--- config.mk ---
export PLATFORM = sky130hd
export DESIGN_NAME = vfa_vector_adder
export DESIGN_NICKNAME = d
export VERILOG_FILES = /design/src/rtl/vfa_pkg.sv /design/src/rtl/vfa_lzc.sv /design/src/rtl/vfa_seq_ctrl.sv /design/src/rtl/vfa_add_pipe.sv /design/src/rtl/vfa_vector_adder.sv
export SDC_FILE = /design/constraint.sdc
export NUM_CORES = 1
export LEC_CHECK = 0
export ABC_AREA = 1
export ABC_CLOCK_PERIOD_IN_PS = 3570
export CAP_MARGIN = 15
export CORE_MARGIN = 5
export CORE_UTILIZATION = 30
export DETAILED_ROUTE_END_ITERATION = 10
export GPL_ROUTABILITY_DRIVEN = 0
export GPL_TIMING_DRIVEN = 1
export PLACE_DENSITY = 0.56
export REMOVE_ABC_BUFFERS = 1
export SLEW_MARGIN = 10
export SYNTH_ARGS = -nofsm -noshare
export SYNTH_HDL_FRONTEND = slang
export SYNTH_SLANG_ARGS = --single-unit
--- constraint.sdc ---
create_clock -name clk -period 3.57 [get_ports clk]
set_clock_uncertainty 0.15 [all_clocks]
set_input_delay 0.714 -clock clk [delete_from_list [all_inputs] [get_ports clk]]
set_output_delay 0.714 -clock clk [all_outputs]
set_load 0.01 [all_outputs]
--- src/rtl/vfa_pkg.sv ---
package vfa_pkg;
    localparam int EXP_W  = 8;
    localparam int FRAC_W = 23;
    localparam int FP_W   = 1 + EXP_W + FRAC_W;
    localparam int MANT_W = FRAC_W + 1;
    localparam int DEPTH  = 6;

    typedef enum logic [1:0] {
        ST_IDLE,
        ST_RUN,
        ST_DRAIN,
        ST_DONE
    } seq_state_e;

    typedef struct packed {
        logic              sgn;
        logic [EXP_W-1:0]  ex;
        logic [MANT_W-1:0] man;
    } unp_t;

    function automatic unp_t fp_unpack(input logic [FP_W-1:0] w);
        unp_t u;
        u.sgn = w[FP_W-1];
        u.ex  = w[FP_W-2 -: EXP_W];
        u.man = (u.ex == '0) ? '0 : {1'b1, w[FRAC_W-1:0]};
        return u;
    endfunction
endpackage

--- src/rtl/vfa_lzc.sv ---
module vfa_lzc #(
    parameter int W  = 24,
    parameter int CW = $clog2(W + 1)
) (
    input  logic [W-1:0]  vec,
    output logic [CW-1:0] zeros
);
    always_comb begin
        zeros = CW'(W);
        for (int i = 0; i < W; i++) begin
            if (vec[i]) begin
                zeros = CW'(W - 1 - i);
            end
        end
    end
endmodule

--- src/rtl/vfa_seq_ctrl.sv ---
module vfa_seq_ctrl
    import vfa_pkg::*;
#(
    parameter int LEN_W = 10
) (
    input  logic             clk,
    input  logic             rst_n,
    input  logic             start,
    input  logic [LEN_W-1:0] vec_len,
    input  logic             in_valid,
    input  logic             res_valid,
    output logic             accept,
    output logic [LEN_W-1:0] acc_idx,
    output logic             done
);
    seq_state_e       state_q, state_d;
    logic [LEN_W-1:0] len_q, acc_cnt_q, res_cnt_q;

    always_comb begin
        state_d = state_q;
        unique case (state_q)
            ST_IDLE: begin
                if (start) begin
                    state_d = (vec_len == '0) ? ST_DONE : ST_RUN;
                end
            end
            ST_RUN: begin
                if (in_valid && acc_cnt_q == len_q - 1'b1) begin
                    state_d = ST_DRAIN;
                end
            end
            ST_DRAIN: begin
                if (res_valid && res_cnt_q == len_q - 1'b1) begin
                    state_d = ST_DONE;
                end
            end
            ST_DONE: state_d = ST_IDLE;
            default: state_d = ST_IDLE;
        endcase
    end

    always_ff @(posedge clk or negedge rst_n) begin
        if (!rst_n) begin
            state_q <= ST_IDLE;
        end else begin
            state_q <= state_d;
        end
    end

    always_ff @(posedge clk or negedge rst_n) begin
        if (!rst_n) begin
            len_q     <= '0;
            acc_cnt_q <= '0;
            res_cnt_q <= '0;
        end else if (state_q == ST_IDLE && start) begin
            len_q     <= vec_len;
            acc_cnt_q <= '0;
            res_cnt_q <= '0;
        end else begin
            if (accept) begin
                acc_cnt_q <= acc_cnt_q + 1'b1;
            end
            if (res_valid && (state_q == ST_RUN || state_q == ST_DRAIN)) begin
                res_cnt_q <= res_cnt_q + 1'b1;
            end
        end
    end

    always_comb begin
        accept  = (state_q == ST_RUN) && in_valid;
        done    = (state_q == ST_DONE);
        acc_idx = acc_cnt_q;
    end

    // completion lasts exactly one cycle
    a_r8_done_one_cycle: assert property (@(posedge clk) disable iff (!rst_n)
        done |=> !done);
    // an empty vector completes right after start
    a_r8_empty_completes: assert property (@(posedge clk) disable iff (!rst_n)
        (state_q == ST_IDLE && start && vec_len == '0) |=> done);
    // no more pairs than the loaded length
    a_r9_accept_in_range: assert property (@(posedge clk) disable iff (!rst_n)
        accept |-> (acc_cnt_q < len_q));
    // results leave the pipeline only while a vector is open
    a_r9_result_in_window: assert property (@(posedge clk) disable iff (!rst_n)
        res_valid |-> (state_q == ST_RUN || state_q == ST_DRAIN));
endmodule

--- src/rtl/vfa_add_pipe.sv ---
module vfa_add_pipe
    import vfa_pkg::*;
#(
    parameter int IDX_W = 10
) (
    input  logic             clk,
    input  logic             rst_n,
    input  logic             in_valid,
    input  logic [IDX_W-1:0] in_idx,
    input  logic [FP_W-1:0]  in_x,
    input  logic [FP_W-1:0]  in_y,
    output logic             out_valid,
    output logic [IDX_W-1:0] out_idx,
    output logic [FP_W-1:0]  out_sum
);
    localparam int LZ_W   = $clog2(MANT_W + 1);
    localparam int EXPX_W = EXP_W + 1;

    // sideband: valid and index ride along all six stages
    logic [DEPTH-1:0]            vld_q;
    logic [DEPTH-1:0][IDX_W-1:0] tag_q;

    always_ff @(posedge clk or negedge rst_n) begin
        if (!rst_n) begin
            vld_q <= '0;
        end else begin
            vld_q <= {vld_q[DEPTH-2:0], in_valid};
        end
    end

    always_ff @(posedge clk) begin
        tag_q <= {tag_q[DEPTH-2:0], in_idx};
    end

    // stage 1: operand capture
    logic [FP_W-1:0] s1_x, s1_y;
    always_ff @(posedge clk) begin
        s1_x <= in_x;
        s1_y <= in_y;
    end

    // stage 2: exponent comparison, order by magnitude
    unp_t             c2_x, c2_y, c2_big, c2_sml;
    unp_t             s2_big;
    logic             s2_sml_sgn;
    logic [MANT_W-1:0] s2_sml_man;
    logic [EXP_W-1:0] s2_diff;

    always_comb begin
        c2_x = fp_unpack(s1_x);
        c2_y = fp_unpack(s1_y);
        if ({c2_x.ex, c2_x.man} >= {c2_y.ex, c2_y.man}) begin
            c2_big = c2_x;
            c2_sml = c2_y;
        end else begin
            c2_big = c2_y;
            c2_sml = c2_x;
        end
    end

    always_ff @(posedge clk) begin
        s2_big     <= c2_big;
        s2_sml_sgn <= c2_sml.sgn;
        s2_sml_man <= c2_sml.man;
        s2_diff    <= c2_big.ex - c2_sml.ex;
    end

    // stage 3: alignment shift with truncation
    logic [MANT_W-1:0] c3_man;
    unp_t              s3_big;
    logic              s3_sml_sgn;
    logic [MANT_W-1:0] s3_sml_man;

    always_comb begin
        if (s2_diff >= EXP_W'(MANT_W)) begin
            c3_man = '0;
        end else begin
            c3_man = s2_sml_man >> s2_diff;
        end
    end

    always_ff @(posedge clk) begin
        s3_big     <= s2_big;
        s3_sml_sgn <= s2_sml_sgn;
        s3_sml_man <= c3_man;
    end

    // stage 4: mantissa add or subtract
    logic [MANT_W:0]  c4_raw;
    logic             s4_sgn;
    logic [EXP_W-1:0] s4_ex;
    logic [MANT_W:0]  s4_raw;

    always_comb begin
        if (s3_big.sgn != s3_sml_sgn) begin
            c4_raw = {1'b0, s3_big.man} - {1'b0, s3_sml_man};
        end else begin
            c4_raw = {1'b0, s3_big.man} + {1'b0, s3_sml_man};
        end
    end

    always_ff @(posedge clk) begin
        s4_sgn <= s3_big.sgn;
        s4_ex  <= s3_big.ex;
        s4_raw <= c4_raw;
    end

    // stage 5: normalization
    logic [LZ_W-1:0] c5_lz;
    unp_t            c5_res;
    unp_t            s5_res;

    vfa_lzc #(.W(MANT_W), .CW(LZ_W)) i_lzc (
        .vec   (s4_raw[MANT_W-1:0]),
        .zeros (c5_lz)
    );

    always_comb begin
        c5_res.sgn = s4_sgn;
        c5_res.ex  = s4_ex;
        c5_res.man = s4_raw[MANT_W-1:0];
        if (s4_raw[MANT_W]) begin
            c5_res.ex  = s4_ex + 1'b1;
            c5_res.man = s4_raw[MANT_W:1];
        end else if (s4_raw == '0 || {1'b0, s4_ex} <= EXPX_W'(c5_lz)) begin
            c5_res = '0;
        end else begin
            c5_res.ex  = s4_ex - EXP_W'(c5_lz);
            c5_res.man = s4_raw[MANT_W-1:0] << c5_lz;
        end
    end

    always_ff @(posedge clk) begin
        s5_res <= c5_res;
    end

    // stage 6: result register
    logic [FP_W-1:0] c6_word, s6_word;

    always_comb begin
        if (!s5_res.man[MANT_W-1]) begin
            c6_word = '0;
        end else begin
            c6_word = {s5_res.sgn, s5_res.ex, s5_res.man[FRAC_W-1:0]};
        end
    end

    always_ff @(posedge clk) begin
        s6_word <= c6_word;
    end

    assign out_valid = vld_q[DEPTH-1];
    assign out_idx   = tag_q[DEPTH-1];
    assign out_sum   = s6_word;

    // a result leaves six edges after its pair entered
    a_r1_valid_latency: assert property (@(posedge clk) disable iff (!rst_n)
        out_valid == $past(in_valid, 6));
    // the index leaves with its own result
    a_r10_idx_carried: assert property (@(posedge clk) disable iff (!rst_n)
        out_valid |-> (out_idx == $past(in_idx, 6)));
    // zero is always the positive encoding
    a_r6_no_neg_zero: assert property (@(posedge clk) disable iff (!rst_n)
        (out_valid && out_sum[FP_W-2:0] == '0) |-> !out_sum[FP_W-1]);
endmodule

--- src/rtl/vfa_vector_adder.sv ---
module vfa_vector_adder
    import vfa_pkg::*;
#(
    parameter int LEN_W = 10
) (
    input  logic             clk,
    input  logic             rst_n,
    input  logic             start,
    input  logic [LEN_W-1:0] vec_len,
    input  logic             in_valid,
    input  logic [FP_W-1:0]  in_a,
    input  logic [FP_W-1:0]  in_b,
    output logic             out_valid,
    output logic [LEN_W-1:0] out_idx,
    output logic [FP_W-1:0]  out_sum,
    output logic             done
);
    logic             accept;
    logic [LEN_W-1:0] acc_idx;

    vfa_seq_ctrl #(.LEN_W(LEN_W)) i_ctrl (
        .clk       (clk),
        .rst_n     (rst_n),
        .start     (start),
        .vec_len   (vec_len),
        .in_valid  (in_valid),
        .res_valid (out_valid),
        .accept    (accept),
        .acc_idx   (acc_idx),
        .done      (done)
    );

    vfa_add_pipe #(.IDX_W(LEN_W)) i_pipe (
        .clk       (clk),
        .rst_n     (rst_n),
        .in_valid  (accept),
        .in_idx    (acc_idx),
        .in_x      (in_a),
        .in_y      (in_b),
        .out_valid (out_valid),
        .out_idx   (out_idx),
        .out_sum   (out_sum)
    );
endmodule

### Word-level counts from Yosys, hierarchy flattened

Cells that the tools add are included.

* register bits: 385
* bits of input ports: 78
* output and inout port bits: 44
* logic and storage cells: 111

* add/subtract/negate cells: 8
* magnitude comparators: 3
* equal/unequal tests: 9
* shifts and indexed selects: 2
* mux-type cells: 42
* reductions and logical operators: 15

Operator list (number)
* $mux W5: 23
* $mux W33: 2
* $mux W32: 2
* $mux W24: 2
* $mux W10: 4
* $ge A32 B32 Y1: 1
* $add A24 B24 Y25: 1
* $logic_not A25 Y1: 1
* $mux W25: 1
* $sub A24 B24 Y25: 1
* $shl A24 B5 Y24: 1
* $shr A24 B8 Y24: 1
* $add A10 B1 Y10 const B: 2
* $eq A10 B10 Y1: 2
* $logic_not A8 Y1: 2
* $logic_not A10 Y1: 1
* $sub A10 B1 Y10 const B: 1
* $add A8 B1 Y8 const B: 1
* $ge A8 B5 Y1 const B: 1
* $le A8 B5 Y1: 1
* $mux W2: 4
* $pmux W2 S4: 1
* $sub A8 B5 Y8: 1
* $sub A8 B8 Y8: 1
* 12 further kinds: 21

### Depth between registers and ports, before layout

Gate-level depths: netlist of the first run.

* depth after elaboration: 28
* mapped depth: 39
* gate-level depth less buffers: 37

### Hierarchy

From an unflattened synthesis of the first run, not the netlist that was laid out.

* cell total of the unflattened synthesis: 2115
* area total of the unflattened synthesis: 16508.3 um^2

Modules (own cells, without submodules)
* vfa_add_pipe: instances 1, cells each 1726, area an instance 14068.5 um^2, sequential area each 7096.8 um^2
* vfa_seq_ctrl: instances 1, cells each 315, area an instance 2125.8 um^2, sequential area each 800.8 um^2
* vfa_lzc: instances 1, cells each 74, area an instance 314.1 um^2, sequential area each 0.0 um^2

### Worst setup path before layout of the first run

No wires, ideal clock.

* kind: register to register
* from: register i_pipe.s4_raw[1]
* to: register i_pipe.s5_res[18] (netlist bit)
* library setup time: 0.058 ns
* arrival time: 3.681 ns
* data required time: 3.362 ns
* setup slack: -0.319 ns
* cell stages (with the launch flop): 40
* path buffers: 2
* period minus slack after synthesis: 3.889 ns
* path through: dfxtp_1 inv_2 nand2_1 nand2_1 nand2_1 nand2_1 nand2_1 nand2_1 nand2_1 nand2_1 nand2_1 nand2_1 nand2_1 nand2_1 nand2_1 nand2_1 nand2_1 nand2_1 [4 not listed] nand2_2 nand2_4 buf_6 ha_1 fa_1 o21ai_0 a211o_1 o21ai_0 nand3_1 o31ai_1 nor2_1 inv_1 nor2_1 clkinv_1 buf_2 o21ai_0 nand2_1 nand2_1

RTL lines
* start: declaration: line vfa_add_pipe.sv:92 `logic [MANT_W:0] s4_raw;`
* start signal: assignment: line vfa_add_pipe.sv:105 `s4_raw <= c4_raw;`
* end signal: assignment: line vfa_add_pipe.sv:134 `s5_res <= c5_res;`
* end: declaration: line vfa_add_pipe.sv:111 `unp_t s5_res;`

==> results.yml, run 1 <==
sta:
  worst_slew_pin_slew_ps: 1010
  maxSlewViolCount: 0
  clock.fmax_mhz: 266
  timing.final.ws_setup_ps: -192
  setup_tns_ps: -1840
  rsz0062_at_grt: "true"
  fin_crit_sh_pct: 105
  fin_crit_ps: 3760
  hold_violations: 0
  whs_ps: 172
  relSlewSlack_pct: 32.5
  setup_viol: 31
grt:
  grtUsageTotal_pct: 13.4
  grt_overflow: 0
  grt_max_degree: 54
  grt_pass1_wl_mm: 64.8
  grt_pass1_vias: 13381
  antenna_found_initial: 1
placed_design:
  dp_hpwl_mm: 28.9
  port_buffers: 121
cells_and_area:
  diodes: 0
  regArea_um2: 7910
  finalNetCount: 2443
  multi_input_area_um2: 7670
  layout-drive-gt1-share_pct: 20.7
  syn_to_final_growth_pct: 38.6
  fillCellCount: 5097
yosys:
  synth_xor_area_share_pct: 3.91
  synth_top_family_by_area: "simple AND/OR/NAND/NOR gates"
  yosys-top-cells-area: "dfxtp_1 (44%), nand2_1 (11%), dfrtp_1 (6.0%)"
  synth_compound_area_share_pct: 12.0
  syn-mean-instance-area_um2: 8.07
  syn_area_um2: 15900
  synth_adder_area_share_pct: 5.92
  synthCells: 1971
  async_flop_share_pct: 9.87
  synth_top_area_cell: "dfxtp_1"
  synth_simple_gate_area_share_pct: 20.6
  synth_top_area_share_pct: 43.7
  ys.flop_type: "dfxtp_1"
  ys_types: 56
  synth_edf_count: 0
  ys_seq_area_share_pct: 49.7
  synth-seq-cells: 385
  yosys_warnings: 0
  synth.area.mux_share_pct: 0.0629
routing:
  vias: 13666
  dr.pass1.iters: 5
  antenna_left: 0
  routedWlPerCell_um: 13.1
  drt-total-wl_mm: 39.5
  wl_met1_mm: 17.6
  vias_per_cell: 4.54
  route.met2.wl_mm: 18.7
  wl_met3_mm: 2.02
  top_layer: "met4"
  drc: 0
  drt_iter0_drc: 932
worst_setup_path:
  max_stage_delay_ps: 330
  end_kind: "register"
  path_max_fanout: 5
  path_cells: "nor4_4, nand2_2, clkinv_4, buf_12, buf_16, nor2_4, ha_4, nand4_1, nor2_2, a21boi_2, o31ai_4, nand3_4, buf_6, o21ai_2, o21bai_4, ha_2, a21o_1, a22oi_2, nand2_1, nand2_1, nand2_2, nand2_2, nand2_2, xor2_1"
  crit_type: "reg -> reg"
  cp.required_ps: 3860
  slowest_stage: "dfxtp_2"
  worst_ep_arrival_time_ps: 4050
  cp_common_cell: "nand2_2"
  crit_path_start_kind: "register"
clock_network:
  clockBufferDepth: 3
  cts-hold-fix-buffers: 0
  htreeDepth: 2
  cts_tree: "done"
  clock-sinks: 385
  clock_latency_ps: 550
  cts_root_buf: "clkbuf_16"
  clk_pin_slew_ps: 70
  numCtsBuffers: 42
die:
  die_h_um: 240
  design.die.area_um2: 57700
  die_x_um: 240
  start_util_pct: 30.3
  fp-row-count: 84
  core_um2: 52600
  pin_count: 122
power:
  ir_worst_vdd_mv: 0.499
  leakage_nw: 10.2
  power_density_nw_per_um2: 834
hold_path:
  hp-class: "reg -> reg"
flow_run:
  maxCapViolCount: 0
status:
  violations: "negative setup slack"
  status: "finished with violations"
## synth_stat cells, drive strengths merged, types with 2 or more instances
master,instances
a31oi,7
xor2,56
a21boi,3
a22oi,9
o21bai,6
inv,234
o211ai,4
nor2,121
a211oi,7
nor3b,2
o21a,3
o221ai,4
clkinv,3
nor4,12
o2111ai,2
dfxtp,347
nand3,152
fa,2
clkbuf,46
nor3,16
buf,29
o22ai,13
o31ai,5
a21oi,83
a2111oi,2
a211o,2
nand2,463
nand4,15
dfrtp,38
xnor2,15
or2,4
o21ai,182
ha,72
o311ai,4
## worst max-delay path: cells and delay by family (launching register included)
| family | cells | cell delay, ps |
|---|---|---|
| and+or+nand+nor | 11 | 1280 |
| DFF | 1 | 330 |
| adders and majority gates | 2 | 420 |
| xor gates and xnor gates | 1 | 150 |
| buffers and inverters | 4 | 450 |
| AOI/OAI and AO/OA | 6 | 870 |
## routing by layer
metal | global-route usage [%] | up-vias
li1 | - | 7046
met1 | 17.7 | 6217
met2 | 22.2 | 321
met3 | 2.35 | 82
met4 | 4.56 | 0
met5 | 0 | -
## final timing paths
path / slack (ps) / start / endpoint / cells after the start
setup / recovery: -190 / i_pipe.s1_x[28]$_DFF_P_ / i_pipe.s2_diff[6]$_DFF_P_ / 24
hold / removal: 170 / i_pipe.tag_q[37]$_DFF_P_ / i_pipe.tag_q[47]$_DFF_P_ / 0
setup reg to reg: -190 / i_pipe.s1_x[28]$_DFF_P_ / i_pipe.s2_diff[6]$_DFF_P_ / 24
hold reg to reg: 170 / i_pipe.tag_q[37]$_DFF_P_ / i_pipe.tag_q[47]$_DFF_P_ / 0
max in group asynchronous: 2490 / rst_n / i_ctrl.state_q[0]$_DFFE_PN0P_ / 2
min in group asynchronous: 440 / rst_n / i_ctrl.len_q[2]$_DFFE_PN0P_ / 2
## area by class of cell
class / instances / share of cell area, %
Sequential cell: 385 / 35.9
Timing Repair Buffer: 351 / 14.3
Inverter: 237 / 4.07
Tap cell: 688 / 3.90
Multi-Input combinational cell: 1274 / 34.8
Clock inverter: 23 / 1.60
Clock buffer: 54 / 5.54
## kinds of logic (layout without fill, tap and decap cells)
family | count (synthesis) | count (layout)
simple gates | 787 | 787
buf+inv | 312 | 665
xor+xnor | 71 | 71
mux | 1 | 1
flops | 385 | 385
compound gates | 341 | 341
fa+ha+maj | 74 | 74
## cells in the final DEF, fill, tap and decap left out, drive strengths merged, types with 16 or more instances in the layout
cell type        n
o21ai          182
inv            239
dfxtp          347
nand2          463
buf            230
clkbuf          54
ha              72
nand3          152
nor3            16
a21oi           83
xor2            56
nor2           121
dfrtp           38
clkdlybuf4s50  121
## registers in the layout (all words and copies together), names as in the netlist
| register | cells |
|---|---|
| i_pipe.s2_diff | 8 |
| i_pipe.s5_res | 33 |
| i_pipe.s2_sml_man | 24 |
| i_ctrl.len_q | 10 |
| i_pipe.s3_sml_sgn | 1 |
| i_pipe.out_sum | 32 |
| i_pipe.s3_sml_man | 24 |
| i_pipe.tag_q | 50 |
| i_pipe.out_idx | 10 |
| i_pipe.s2_sml_sgn | 1 |
| i_pipe.s2_big | 33 |
| i_pipe.s4_sgn | 1 |
| i_ctrl.acc_idx | 10 |
| i_pipe.s1_y | 32 |
| i_pipe.vld_q | 6 |
| i_ctrl.res_cnt_q | 10 |
| i_ctrl.state_q | 2 |
| i_pipe.s3_big | 33 |
| i_pipe.s1_x | 32 |
| i_pipe.s4_ex | 8 |
| i_pipe.s4_raw | 25 |
## report_power, final
| part | internal [W] | switching, W |
|---|---|---|
| clock | 0.00302 | 0.00175 |
| sequential | 0.00513 | 0.000442 |
| combinational | 0.00365 | 0.00440 |
| total | 0.0118 | 0.00659 |
## per-stage QoR
stage / instances / worst slack [ps] / power [W] / utilization (%) / cell area (um2)
floorplan: 1896 / -1280 / 0.00959 / - / 15500
global placement: 2895 / -432 / 0.0122 / 36.3 / 19100
detailed placement: 2895 / -537 / 0.0123 / 36.3 / 19100
CTS: 2996 / -200 / 0.0177 / 40.7 / 21400
global route: 3012 / -465 / 0.0197 / 42.0 / 22000
finish: 3012 / -192 / 0.0184 / 42.0 / 22000
## timing repair
action,in CTS,in global routing
setup buffers,20,24
gates resized for setup,137,138
endpoints found under the setup margin,72,72
pin swaps,65,92
cloned,5,0
No activity file was read; power rests on OpenSTA's default activity.
==> run 2: changes to the inputs <==
--- a/config.mk
+++ b/config.mk
@@ -15,7 +15,6 @@
 export GPL_TIMING_DRIVEN = 1
 export PLACE_DENSITY = 0.56
 export REMOVE_ABC_BUFFERS = 1
-export SLEW_MARGIN = 10
 export SYNTH_ARGS = -nofsm -noshare
 export SYNTH_HDL_FRONTEND = slang
 export SYNTH_SLANG_ARGS = --single-unit
==> results of run 2 <==
Same layout as run 1: the final DEF is identical, and so are final timing and power.
==> run 3: changes to the inputs <==
--- a/config.mk
+++ b/config.mk
@@ -7,7 +7,7 @@
 export LEC_CHECK = 0
 export ABC_AREA = 1
 export ABC_CLOCK_PERIOD_IN_PS = 3570
-export CAP_MARGIN = 15
+export CAP_MARGIN = 20
 export CORE_MARGIN = 5
 export CORE_UTILIZATION = 30
 export DETAILED_ROUTE_END_ITERATION = 10
==> run 3 against run 2 <==
The flow still finishes with violations (negative setup slack). Total power is essentially flat. Final area grew 0.13%. Register-to-register slack is essentially flat. Critical path type unchanged.
==> results.yml, run 3 (synthesized netlist as in run 1, its figures left out) <==
status:
  status: "finished with violations"
  violations: "negative setup slack"
placed_design:
  port_buffers: 121
  dp.cells: 2895
  dpl-instance-area_um2: 19100
  dp_slack_ps: -537
  dp_hpwl_mm: 28.9
clock_network:
  numCtsBuffers: 42
  htreeDepth: 2
  clock-sinks: 385
  cts_root_buf: "clkbuf_16"
  cts_tree: "done"
  clockBufferDepth: 3
  clock_latency_ps: 550
  clk_pin_slew_ps: 70
sta:
  fin_crit_sh_pct: 105
  maxSlewViolCount: 0
  hold_violations: 0
  worst_slew_pin_slew_ps: 754
  relSlewSlack_pct: 49.7
  rsz0062_at_grt: "true"
  timing.final.ws_setup_ps: -190
  clock.fmax_mhz: 266
  fin_crit_ps: 3760
  setup_viol: 31
power:
  p_sw_share_pct: 35.8
  combPwrFrac_pct: 43.8
  internal-power_w: 0.0118
  switching_power_w: 0.00659
  ir_worst_vdd_mv: 0.499
  leakage_nw: 10.2
  power_density_nw_per_um2: 834
  pwr-share-seq_pct: 30.2
  power_frac_clock_pct: 25.9
die:
  design.die.area_um2: 57700
  start_util_pct: 30.3
  core_um2: 52600
  die_x_um: 240
  fp-row-count: 84
  pin_count: 122
  die_h_um: 240
grt:
  antenna_found_initial: 1
  grt_pass1_vias: 13381
  grt_overflow: 0
  grt_pass1_wl_mm: 64.8
  grt_max_degree: 54
  grtUsageTotal_pct: 13.4
  grt_util_met3_pct: 2.35
  grt-busiest-layer: "met2"
  grt_use_met1_pct: 17.7
  use_met2_pct: 22.2
worst_setup_path:
  reg2reg_to: "i_pipe.s2_diff[6]$_DFF_P_"
  path_max_fanout: 5
  worst_ep_arrival_time_ps: 4050
  crit_type: "reg -> reg"
  ff2ff_setup_slack_ps: -190
  cp.required_ps: 3860
  crit_path_start_kind: "register"
  r2r_cells: 24
  r2r-start: "i_pipe.s1_x[28]$_DFF_P_"
  end_kind: "register"
hold_path:
  holdPathEnd: "i_pipe.tag_q[47]$_DFF_P_"
  min-delay-start: "i_pipe.tag_q[37]$_DFF_P_"
  hp-class: "reg -> reg"
  whs_path_depth: 0
cells_and_area:
  syn_to_final_growth_pct: 38.8
  layout-drive-gt1-share_pct: 20.7
  instances_no_fill: 3013
  final_area_um2: 22100
  final_cell_mix: "nand2_1 (432), dfxtp_1 (341), inv_1 (220)"
  largest_reg_flops: 50
  diodes: 0
  layout_commonest_cell: "nand2_1"
  regMostFlops: "i_pipe.tag_q"
  finalNetCount: 2444
routing:
  vias: 13719
  drt_iter0_drc: 962
  dr.pass1.iters: 6
  drt-total-wl_mm: 39.5
  vias_per_cell: 4.55
  antenna_left: 0
  routedWlPerCell_um: 13.1
  drc: 0
flow_run:
  maxCapViolCount: 0
## run 3: changes by cell type in the layout (fill, tap and decap cells not counted), sizes merged
cell and change:
buf +1
## run 3: through the flow
stage               power [W]  TNS, ps  util, %  hold slack, ps
detailed placement     0.0123   -16280     36.3             162
finish                 0.0184    -1790     42.0             172
global placement       0.0122    -8850     36.3             160
CTS                    0.0177    -3360     40.7             170
global route           0.0197   -14720     42.0             177
floorplan             0.00959   -63410        -             160
## run 3: metal layers
metal	vias up	wire length (um)
met2	359	18700
met4	0	1110
met3	84	2040
li1	7050	-
met5	-	0
met1	6226	17700
## run 3: worst max-delay path, stage by stage, from the launching register on
cell and delay, ps:
dfxtp_2 330, nor4_4 300, nand2_2 130, clkinv_4 100, buf_12 120, buf_16 120
nor2_4 50, ha_4 250, nand4_1 130, nor2_2 200, a21boi_2 230, o31ai_4 100
nand3_4 110, buf_6 110, o21ai_2 50, o21bai_4 170, ha_2 170, a21o_1 170
a22oi_2 150, nand2_1 90, nand2_1 90, nand2_2 50, nand2_2 70, nand2_2 50
xor2_1 150
## run 3: timing repair
item,in CTS,in global routing
gates cloned,5,0
hold buffers,0,0
setup endpoints to repair,72,72
gates resized for setup,137,138
pin swaps,65,92
setup buffers,20,24
## run 3: final cells by class
type / instances / area (um2)
fillers: 5095 / 30500
flip-flops and latches: 385 / 7910
multi-input cells: 1274 / 7670
repair buffers: 352 / 3170
clock buffers: 54 / 1220
inverters: 237 / 897
well taps: 688 / 861
clock inverters: 23 / 353
## run 3: worst max-delay path by stage
stage                           endpoint  slack [ps]                            start
2_1_floorplan   i_pipe.s5_res[9]$_DFF_P_       -1280         i_pipe.s4_raw[7]$_DFF_P_
6_report       i_pipe.s2_diff[6]$_DFF_P_        -190          i_pipe.s1_x[28]$_DFF_P_
3_5_place_dp   i_pipe.s2_diff[6]$_DFF_P_        -540          i_pipe.s1_x[28]$_DFF_P_
4_1_cts        i_pipe.s2_diff[6]$_DFF_P_        -200          i_pipe.s1_x[27]$_DFF_P_
3_3_place_gp   i_pipe.s2_diff[6]$_DFF_P_        -430          i_pipe.s1_x[28]$_DFF_P_
5_1_grt        i_pipe.s4_raw[23]$_DFF_P_        -470  i_pipe.s3_sml_man[1]$_SDFF_PP0_
## run 3: power by group through the flow
stage	Combinational [W]	Sequential [W]	Clock [W]
finish	0.00807	0.00556	0.00477
global route	0.00893	0.00567	0.00513
CTS	0.00716	0.00557	0.00494
detailed placement	0.00662	0.00566	0
global placement	0.00655	0.00564	0
floorplan	0.00394	0.00565	0
